==> config.mk <==
export PLATFORM = sky130hd
export DESIGN_NAME = core_clk_shift_seq
export DESIGN_NICKNAME = d
export VERILOG_FILES = /design/src/rtl/core_clk_shift_pkg.sv /design/src/rtl/cks_ceil_div.sv /design/src/rtl/cks_wait_timer.sv /design/src/rtl/core_clk_shift_seq.sv
export SDC_FILE = /design/constraint.sdc
export NUM_CORES = 1
export LEC_CHECK = 0
export BUFFER_PORTS_ARGS = -buffer_cell sky130_fd_sc_hd__buf_2
export CORE_AREA = 2 2 230 232
export CTS_CLUSTER_SIZE = 30
export DETAILED_ROUTE_END_ITERATION = 6
export DIE_AREA = 0 0 232 234
export PLACE_DENSITY = 0.6
export SETUP_SLACK_MARGIN = 0.05
export SYNTH_ARGS = -nofsm -noshare
export SYNTH_HDL_FRONTEND = slang
export SYNTH_SLANG_ARGS = --single-unit
export TNS_END_PERCENT = 30
==> constraint.sdc <==
create_clock -name clk -period 8.2 [get_ports clk]
set_input_delay 1.23 -clock clk [delete_from_list [all_inputs] [get_ports clk]]
set_output_delay 1.23 -clock clk [all_outputs]
set_load 0.02 [all_outputs]
==> src/rtl/core_clk_shift_pkg.sv <==
package core_clk_shift_pkg;

    typedef enum logic [1:0] {
        REG_MUX  = 2'd0,
        REG_DIV0 = 2'd1,
        REG_DIV1 = 2'd2
    } reg_sel_e;

    typedef enum logic [4:0] {
        S_IDLE, S_LOOKUP, S_DIV_GO, S_DIV_RUN,
        S_SAFE_WR, S_SAFE_WT, S_MUX_WR, S_MUX_WT,
        S_D0_WR, S_D0_WT, S_D1_WR, S_D1_WT,
        S_PMUX_WR, S_PMUX_WT, S_PDIV_WR, S_PDIV_WT, S_FIN
    } seq_state_e;

    localparam logic [31:0] RATIO_FIELD = 32'h0000_0007;
    localparam logic [31:0] DBG_FIELD   = 32'h0007_0000;
    localparam logic [2:0]  MUX_ON_ALT  = 3'd2;
    localparam logic [2:0]  MUX_ON_MAIN = 3'd1;

endpackage

==> src/rtl/cks_ceil_div.sv <==
module cks_ceil_div #(
    parameter int W = 32
) (
    input  logic         clk,
    input  logic         rst_n,
    input  logic         start,
    input  logic [W-1:0] num,
    input  logic [W-1:0] den,
    output logic         done,
    output logic [2:0]   quot,
    output logic         warn
);
    typedef struct packed {
        logic         run;
        logic [W-1:0] rem;
        logic [3:0]   cnt;
        logic         done;
    } dv_t;

    dv_t d_d, d_q;

    always_comb begin
        d_d      = d_q;
        d_d.done = 1'b0;
        if (start) begin
            d_d.run = 1'b1;
            d_d.rem = num;
            d_d.cnt = '0;
        end else if (d_q.run) begin
            if (d_q.rem > den && !d_q.cnt[3]) begin
                d_d.rem = d_q.rem - den;
                d_d.cnt = d_q.cnt + 4'd1;
            end else begin
                d_d.run  = 1'b0;
                d_d.done = 1'b1;
            end
        end
    end

    always_ff @(posedge clk or negedge rst_n) begin
        if (!rst_n) d_q <= '0;
        else        d_q <= d_d;
    end

    assign done = d_q.done;
    assign warn = d_q.cnt[3];
    assign quot = d_q.cnt[3] ? 3'd7 : d_q.cnt[2:0];
endmodule

==> src/rtl/cks_wait_timer.sv <==
module cks_wait_timer #(
    parameter int LIMIT = 64
) (
    input  logic clk,
    input  logic rst_n,
    input  logic run,
    output logic expired
);
    localparam int CW = $clog2(LIMIT + 1);

    logic [CW-1:0] cnt_d, cnt_q;

    always_comb cnt_d = run ? cnt_q + CW'(1) : '0;

    always_ff @(posedge clk or negedge rst_n) begin
        if (!rst_n) cnt_q <= '0;
        else        cnt_q <= cnt_d;
    end

    assign expired = run && (cnt_q == CW'(LIMIT - 1));
endmodule

==> src/rtl/core_clk_shift_seq.sv <==
module core_clk_shift_seq
    import core_clk_shift_pkg::*;
#(
    parameter int RATE_W  = 32,
    parameter int KHZ_W   = 22,
    parameter int TBL_N   = 4,
    parameter int TIMEOUT = 64
) (
    input  logic                    clk,
    input  logic                    rst_n,
    input  logic                    req_valid,
    input  logic                    req_post,
    input  logic [RATE_W-1:0]       old_rate,
    input  logic [RATE_W-1:0]       new_rate,
    input  logic [RATE_W-1:0]       alt_rate,
    input  logic                    opt_dbg_div,
    input  logic                    opt_div1,
    input  logic [TBL_N*KHZ_W-1:0]  tbl_khz,
    input  logic [TBL_N*32-1:0]     tbl_div0,
    input  logic [TBL_N*32-1:0]     tbl_div1,
    output logic                    wr_en,
    output logic [1:0]              wr_addr,
    output logic [31:0]             wr_data,
    output logic [31:0]             wr_mask,
    input  logic [2:0]              mux_stat,
    input  logic [31:0]             div0_busy,
    input  logic [31:0]             div1_busy,
    output logic                    busy,
    output logic                    done,
    output logic                    err_inval,
    output logic                    err_timeout,
    output logic                    warn_div
);
    localparam int IW = $clog2(TBL_N + 1);
    localparam int PW = RATE_W + KHZ_W;

    typedef struct packed {
        seq_state_e        st;
        logic              post;
        logic              dbg;
        logic              div1;
        logic [RATE_W-1:0] old_r;
        logic [RATE_W-1:0] new_r;
        logic [RATE_W-1:0] alt_r;
        logic [IW-1:0]     idx;
        logic [2:0]        safe;
        logic [31:0]       e0;
        logic [31:0]       e1;
        logic              inval;
        logic              tmo;
        logic              warn;
    } seq_t;

    seq_t q, n;

    logic              tmr_run, tmr_exp, dv_start, dv_done, dv_warn;
    logic [2:0]        dv_quot;
    logic [RATE_W-1:0] min_rate;
    logic              need_safe, idx_end, hit, ok;
    logic [IW-1:0]     idx_c;
    logic [KHZ_W-1:0]  cur_khz;
    logic [PW-1:0]     prod;
    logic [31:0]       part_mask;
    seq_state_e        nxt;

    assign min_rate  = (q.old_r < q.new_r) ? q.old_r : q.new_r;
    assign need_safe = (q.alt_r > q.old_r) || (q.old_r > q.new_r);
    assign idx_end   = (q.idx >= IW'(TBL_N));
    assign idx_c     = idx_end ? '0 : q.idx;
    assign cur_khz   = tbl_khz[idx_c*KHZ_W +: KHZ_W];
    assign prod      = {{RATE_W{1'b0}}, cur_khz} * PW'(1000);
    assign hit       = (prod == {{KHZ_W{1'b0}}, q.new_r});
    assign part_mask = RATIO_FIELD | (q.dbg ? DBG_FIELD : 32'h0);

    cks_ceil_div #(.W(RATE_W)) u_div (
        .clk(clk), .rst_n(rst_n), .start(dv_start), .num(q.alt_r),
        .den(min_rate), .done(dv_done), .quot(dv_quot), .warn(dv_warn)
    );

    cks_wait_timer #(.LIMIT(TIMEOUT)) u_tmr (
        .clk(clk), .rst_n(rst_n), .run(tmr_run), .expired(tmr_exp)
    );

    always_comb begin
        n        = q;
        tmr_run  = 1'b0;
        dv_start = 1'b0;
        wr_en    = 1'b0;
        wr_addr  = REG_MUX;
        wr_data  = '0;
        wr_mask  = '0;
        ok       = 1'b0;
        nxt      = S_FIN;
        case (q.st)
            S_IDLE: if (req_valid) begin
                n.post  = req_post;
                n.dbg   = opt_dbg_div;
                n.div1  = opt_div1;
                n.old_r = old_rate;
                n.new_r = new_rate;
                n.alt_r = alt_rate;
                n.idx   = '0;
                n.safe  = '0;
                n.inval = 1'b0;
                n.tmo   = 1'b0;
                n.warn  = 1'b0;
                n.st    = (req_post && !opt_dbg_div) ? S_PMUX_WR : S_LOOKUP;
            end
            S_LOOKUP: begin
                if (idx_end || cur_khz == '0) begin
                    n.inval = 1'b1;
                    n.st    = S_FIN;
                end else if (hit) begin
                    n.e0 = tbl_div0[idx_c*32 +: 32];
                    n.e1 = tbl_div1[idx_c*32 +: 32];
                    if (q.post)         n.st = S_PMUX_WR;
                    else if (need_safe) n.st = S_DIV_GO;
                    else                n.st = S_MUX_WR;
                end else begin
                    n.idx = q.idx + IW'(1);
                end
            end
            S_DIV_GO: begin
                dv_start = 1'b1;
                n.st     = S_DIV_RUN;
            end
            S_DIV_RUN: if (dv_done) begin
                n.safe = dv_quot;
                n.warn = dv_warn;
                n.st   = S_SAFE_WR;
            end
            S_SAFE_WR: begin
                wr_en   = 1'b1;
                wr_addr = REG_DIV0;
                wr_mask = part_mask;
                wr_data = (q.dbg ? DBG_FIELD : 32'h0) | {29'b0, q.safe};
                n.st    = S_SAFE_WT;
            end
            S_MUX_WR: begin
                wr_en   = 1'b1;
                wr_mask = 32'h1;
                wr_data = 32'h1;
                n.st    = S_MUX_WT;
            end
            S_D0_WR: begin
                wr_en   = 1'b1;
                wr_addr = REG_DIV0;
                wr_mask = '1;
                wr_data = q.e0 | {29'b0, q.safe};
                n.st    = S_D0_WT;
            end
            S_D1_WR: begin
                wr_en   = 1'b1;
                wr_addr = REG_DIV1;
                wr_mask = '1;
                wr_data = q.e1;
                n.st    = S_D1_WT;
            end
            S_PMUX_WR: begin
                wr_en   = 1'b1;
                wr_mask = 32'h1;
                n.st    = S_PMUX_WT;
            end
            S_PDIV_WR: begin
                wr_en   = 1'b1;
                wr_addr = REG_DIV0;
                wr_mask = part_mask;
                wr_data = q.dbg ? (q.e0 & DBG_FIELD) : 32'h0;
                n.st    = S_PDIV_WT;
            end
            S_SAFE_WT: begin ok = (div0_busy & part_mask) == '0; nxt = S_MUX_WR;  end
            S_MUX_WT:  begin ok = (mux_stat == MUX_ON_ALT);      nxt = S_D0_WR;   end
            S_D0_WT:   begin ok = (div0_busy == '0); nxt = q.div1 ? S_D1_WR : S_FIN; end
            S_D1_WT:   begin ok = (div1_busy == '0);             nxt = S_FIN;     end
            S_PMUX_WT: begin ok = (mux_stat == MUX_ON_MAIN);     nxt = S_PDIV_WR; end
            S_PDIV_WT: begin ok = (div0_busy & part_mask) == '0; nxt = S_FIN;     end
            S_FIN:     n.st = S_IDLE;
            default:   n.st = S_IDLE;
        endcase
        if (q.st inside {S_SAFE_WT, S_MUX_WT, S_D0_WT, S_D1_WT, S_PMUX_WT, S_PDIV_WT}) begin
            tmr_run = 1'b1;
            if (ok) begin
                n.st = nxt;
            end else if (tmr_exp) begin
                n.tmo = 1'b1;
                n.st  = nxt;
            end
        end
    end

    always_ff @(posedge clk or negedge rst_n) begin
        if (!rst_n) begin
            q    <= '0;
            q.st <= S_IDLE;
        end else begin
            q <= n;
        end
    end

    assign busy        = (q.st != S_IDLE);
    assign done        = (q.st == S_FIN);
    assign err_inval   = q.inval;
    assign err_timeout = q.tmo;
    assign warn_div    = q.warn;
endmodule

==> reports/results.tsv, run 1 <==
metric	value	unit
synthesized area per cell	7.92	sq um
root buf cell	clkbuf_16	
Critical Path Most Common Cell	fa_1	
final hold violation count	0	
Clk Latency, worst-skew pair	0.58	ns
Setup crit start kind	register	
Seq. cell area	0.00556	sq mm
Longest Clk Path Bufs	3	
Yosys warnings	0	
WP data arrival	8.13	ns
most instantiated cells after synthesis	nand2_1 (546), o21ai_0 (266), dfrtp_1 (222)	
global-route usage over all layers	28.4	%
Setup crit end kind	register	
setup tns final	0	ns
full die area	0.0543	sq mm
initial antenna violation count	4	
Initial Utilization	39.5	%
Tmin final	7.63	ns
layout cells sized above 1	24.3	%
fillcell total	5234	
biggest area consumer among synthesized cells	dfrtp_1	
drt wl/cell	21.1	um
I/O pin cnt	585	
Slew Viols, Final	0	
Post-synth ARST share	100	%
Critical-path top delay cell	dfrtp_1	
Via density	5.41	
HP Class	reg2reg	
crit path max fanout	131	
vias in the first global route	19600	
overall routed net length	79900	um
FMAX	131	MHz
DRC viols	0	
cells taking the most area after synthesis	dfrtp_1 (27%), ha_1 (10%), nand2_1 (10%)	
Setup Skew	0.0297	ns
dominant synthesized flop cell	dfrtp_1	
1st-iter DRT viols	1493	
Post-DP HPWL	65200	um
CP max stage delay	0.79	ns
Critical Path RT	8.70	ns
status	finished clean	
worst-margin pin slew	1.15	ns
slew margin rel.	23.2	%
max_cap viols	0	
Post-CTS Setup Bufs	0	
IO buf count	584	
flops & latches, synth	222	
sequential element share of the synthesized area	27.0	%
gp weighted congestion	0.940	
share of the synthesized area in the top cell type	27.0	%
global-route wire length before repair	117000	um
post-synth cell types	77	
Num Clock Sinks	222	
Syn Std Cell Area	0.0206	sq mm
instance count of the mapped netlist	2595	
largest net degree at the start of global routing	179	
Num CTS Buffers	27	
top-count cell post-synth	nand2_1	
clock slew at reported path FFs	0.06	ns
crit path kind	reg2reg	
Pre-Repair DR Iteration Count	5	
crit path cell chain	nand2b_4, buf_4, nand3_1, nand2_1, inv_1, fa_1, inv_1, fa_1, fa_1, inv_1, fa_1, ha_1, xor2_1, o32ai_1, nor4b_2, nand4_1, or4_1, or4_4, nor4_4, nand4_4, buf_12, a311oi_1, a21o_1	
Area Overhead vs Synth	20.6	%
gr ovfl total	0	
RSZ-0062 raised after global routing	false	
via count	20500	
Die W	232	um
Setup violations, final	0	
CTS tree	done	
Post-DRT Antenna Nets	0	
area of the multi-input gates	0.0135	sq mm
Core Region	0.0520	sq mm
Post-Syn Nets	3355	
fin nets	3839	
htree depth	1	
Rows	84	
die height	234	um
fin crit share	93.1	%
EDFF count, synth	0	
==> per-layer routing <==
layer / GRT usage [%] / part of all wire (%)
met4: 13.6 / 5.3
met5: 1.88 / 0.21
met3: 5.20 / 6.9
met2: 44.7 / 45
met1: 37.6 / 42
==> critical path: cells and delay by family (launching register included) <==
family          cells  cell delay (ns)
flops               1             0.79
buf+inv             5             0.83
xor+xnor            1             0.25
compound gates      3             0.52
simple gates        9             2.54
fa+ha+maj           5             2.59
==> what timing repair did <==
item	4_1_cts	5_1_grt
gates resized for setup	0	2
hold buffers	0	0
hold endpoints to repair	0	0
setup endpoints to repair	0	65
==> placed cells by master (no fill, tap or decap), drive strengths merged, types with 6 or more instances in the layout <==
| cell | netlist | layout |
|---|---|---|
| a21o | 43 | 43 |
| mux2 | 62 | 62 |
| a21oi | 129 | 129 |
| a211oi | 18 | 18 |
| o22ai | 6 | 6 |
| inv | 215 | 217 |
| o21a | 11 | 11 |
| dfrtp | 222 | 222 |
| clkinv | 2 | 12 |
| buf | 47 | 611 |
| nand2 | 546 | 546 |
| xor2 | 31 | 31 |
| a31oi | 18 | 18 |
| o21bai | 10 | 10 |
| or2 | 7 | 7 |
| nor2b | 21 | 22 |
| and3 | 10 | 10 |
| nand2b | 10 | 10 |
| fa | 75 | 75 |
| nor4 | 23 | 23 |
| mux2i | 71 | 71 |
| a221o | 12 | 12 |
| and2 | 17 | 17 |
| nor3 | 20 | 20 |
| o2111ai | 10 | 10 |
| clkbuf | 110 | 33 |
| or3 | 9 | 9 |
| a311oi | 9 | 9 |
| o211ai | 13 | 13 |
| nor2 | 136 | 136 |
| nand3 | 102 | 102 |
| nand4 | 33 | 33 |
| ha | 172 | 172 |
| xnor2 | 43 | 43 |
| o21ai | 270 | 270 |
==> state kept, by name, indices dropped and copies added (netlist names) <==
signal       count
err_timeout      1
u_tmr.cnt_q      7
u_div.d_q       36
q              174
warn_div         1
u_div.done       1
u_div.warn       1
err_inval        1
==> final timing paths <==
| check | from | cells past startpoint | slack, ns | to |
|---|---|---|---|---|
| max | q[72] | 23 | 0.57 | q[19] |
| min | u_tmr.cnt_q[0] | 1 | 0.46 | u_tmr.cnt_q[0] |
| max reg2reg | q[72] | 23 | 0.57 | q[19] |
| min reg2reg | u_tmr.cnt_q[0] | 1 | 0.46 | u_tmr.cnt_q[0] |
| max in group asynchronous | rst_n | 2 | 6.21 | q[88] |
| min in group asynchronous | rst_n | 1 | 0.56 | q[165] |
==> per-stage QoR <==
step / instance area [sq um] / instances / util, % / setup WS [ns] / hold slack [ns]
6_report: 24800 / 3789 / 47.7 / 0.567 / 0.460
5_1_grt: 24800 / 3787 / 47.7 / 0.0675 / 0.488
4_1_cts: 24800 / 3786 / 47.6 / 0.440 / 0.464
3_5_place_dp: 23900 / 3737 / 46.0 / 0.342 / 0.456
3_3_place_gp: 23900 / 3737 / 46.0 / 0.324 / 0.447
2_1_floorplan: 20600 / 2595 / - / 0.687 / 0.433
==> layout make-up <==
class,instances,area share (%)
flip-flops and latches,222,22.4
clock buffers,33,2.90
inverters,217,3.28
multi-input cells,2000,54.6
well taps,688,3.47
clock inverters,16,0.560
diodes,2,0.0202
repair buffers,611,12.8
==> logic make-up after synthesis <==
logic type	after synthesis	share of synthesized area [%]
AND/OR/NAND/NOR	952	20.2
adder cells (fa/ha/maj)	247	17.8
AO/OA/AOI/OAI	592	17.4
buffers and inverters	374	7.46
flip-flops	222	27.0
XOR/XNOR	75	3.30
multiplexers	133	6.85
Power of run 1 is left out: the tool's default activity adds up to more than one toggle a clock period on the data nets, which glitch-free logic cannot reach.
==> inputs of run 2 (changes only) <==
Settings changed: CORE_AREA 2 2 230 232 to 2 2 225 227, DIE_AREA 0 0 232 234 to 0 0 227 229, PLACE_DENSITY 0.6 to 0.62.
==> run 2 against run 1 <==
Effect of this change: final cell count is 0.29% lower; critical path depth stayed put; wire length is 3.7% higher; via count is 0.66% higher; sequential share of layout area hardly changed; flip-flop and latch count stayed put; die area is 4.2% lower; maximum frequency is 0.81% lower; core utilization is 2.2 points higher; clock-buffer cell count is 5 higher; global-route usage is 2.9 points higher; clock skew is 0.014 ns lower; critical path type unchanged.
==> reports/results.tsv, run 2 (same netlist as run 1, synthesis figures left out) <==
metric	value	unit	change
status	finished clean		unchanged
Pre-Repair DR Iteration Count	5		unchanged
global-route usage over all layers	31.3	%	was 28.4%
Setup crit end kind	register		unchanged
full die area	0.0520	sq mm	was 0.0543 sq mm
drt wl/cell	21.9	um	was 21.1 um
Via density	5.46		was 5.41
gp weighted congestion	1.03		was 0.940
fin nets	3842		was 3,839
Area Overhead vs Synth	20.4	%	was 20.6%
Critical Path RT	8.70	ns	about the same
Reg with most FFs	q		unchanged
largest net degree at the start of global routing	132		was 179
Post-DRT Antenna Nets	0		unchanged
crit path kind	reg2reg		unchanged
most common cell after layout, fill and taps aside	buf_2		unchanged
final hold violation count	0		unchanged
Slew Viols, Final	0		unchanged
Clk Latency, worst-skew pair	0.57	ns	was 0.58 ns
Die W	227	um	was 232 um
HP Class	reg2reg		unchanged
WP data arrival	8.20	ns	was 8.13 ns
Setup Skew	0.0158	ns	was 0.0297 ns
vias in the first global route	20200		was 19,600
global-route wire length before repair	122000	um	was 117,000 um
Setup violations, final	0		unchanged
fillcell total	5051		was 5,234
crit path max fanout	131		unchanged
clock slew at reported path FFs	0.06	ns	about the same
Longest Clk Path Bufs	3		unchanged
CTS tree	done		unchanged
Core Region	0.0497	sq mm	was 0.0520 sq mm
post-CTS resize count	0		unchanged
max FFs per register	174		unchanged
max_cap viols	0		unchanged
Initial Utilization	41.4	%	was 39.5%
IO buf count	584		unchanged
fin cells	3778		was 3,789
Num Clock Sinks	222		unchanged
area post-placement	0.0239	sq mm	about the same
1st-iter DRT viols	1564		was 1,493
slew margin rel.	34.1	%	was 23.2%
Post-CTS Setup Bufs	0		unchanged
cell area after layout	0.0248	sq mm	about the same
biggest regs	q (174), u_div.d_q (36), u_tmr.cnt_q (7)		unchanged
Post-DP HPWL	67500	um	was 65,200 um
CP startpoint	q[72]		unchanged
overall routed net length	82900	um	was 79,900 um
I/O pin cnt	585		unchanged
layout cells sized above 1	24.1	%	was 24.3%
htree depth	1		unchanged
FMAX	130	MHz	was 131 MHz
die height	229	um	was 234 um
area of the multi-input gates	0.0135	sq mm	about the same
dpl cells	3725		was 3,737
via count	20600		was 20,500
cts hold-fix bufs	0		unchanged
fin crit share	93.8	%	was 93.1%
Seq. cell area	0.00556	sq mm	unchanged
initial antenna violation count	12		was 4
reg-to-reg critical path startpoint	q[72]		unchanged
DRC viols	0		unchanged
root buf cell	clkbuf_16		unchanged
gr ovfl total	0		unchanged
HP Start	u_tmr.cnt_q[0]		unchanged
Tmin final	7.70	ns	was 7.63 ns
most frequent cells in the layout	buf_2 (583), nand2_1 (546), o21ai_0 (265)		unchanged
Setup crit start kind	register		unchanged
Final Core Density	49.9	%	was 47.7%
Num CTS Buffers	27		unchanged
setup tns final	0	ns	unchanged
Rows	82		was 84
RSZ-0062 raised after global routing	false		unchanged
worst-margin pin slew	0.989	ns	was 1.15 ns
-- run 2: area by class of cell --
type | count | share of cell area (%)
repair buffers | 615 | 12.9
clock buffers | 38 | 3.02
inverters | 217 | 3.29
multi-input cells | 1999 | 54.6
flip-flops and latches | 222 | 22.5
diodes | 7 | 0.0708
clock inverters | 8 | 0.258
well taps | 672 | 3.40
-- run 2: worst paths after layout --
path	to	slack [ns]	cells past startpoint
worst max-delay path	q[19]	0.50	23
worst min-delay path	u_tmr.cnt_q[0]	0.47	1
worst max register to register	q[19]	0.50	23
worst min register to register	u_tmr.cnt_q[0]	0.47	1
max in group asynchronous	q[130]	5.83	2
min in group asynchronous	q[62]	0.74	1
-- run 2: layer usage --
layer	vias to the layer above	routed length, um	global-route usage (%)
li1	9822	-	-
met1	9912	36200	42.8
met2	752	37200	50.0
met3	141	5270	3.77
met4	6	4150	12.7
met5	-	38	0
-- run 2: critical path, stage by stage (launching register included) --
cell	delay, ns
dfrtp_1	0.37
nor2b_1	0.74
buf_4	0.27
nand2_1	0.05
nand2_1	0.10
inv_1	0.19
fa_1	0.58
inv_1	0.06
fa_1	0.54
inv_1	0.06
fa_1	0.52
fa_1	0.50
ha_1	0.40
a21oi_2	0.30
o211ai_1	0.14
a41oi_1	0.48
o22ai_1	0.19
or4_1	0.56
or4_4	0.44
nor4_4	0.30
nand4_4	0.14
buf_12	0.24
a311oi_1	0.27
a21o_1	0.11
-- run 2: per-stage QoR --
stage	setup WS [ns]	hold slack (ns)
after floorplan	0.687	0.433
after global placement	0.414	0.448
after detailed placement	0.394	0.459
after CTS	0.468	0.465
after global routing	0.0867	0.494
final	0.505	0.466
Power of run 2 is left out for the same reason.
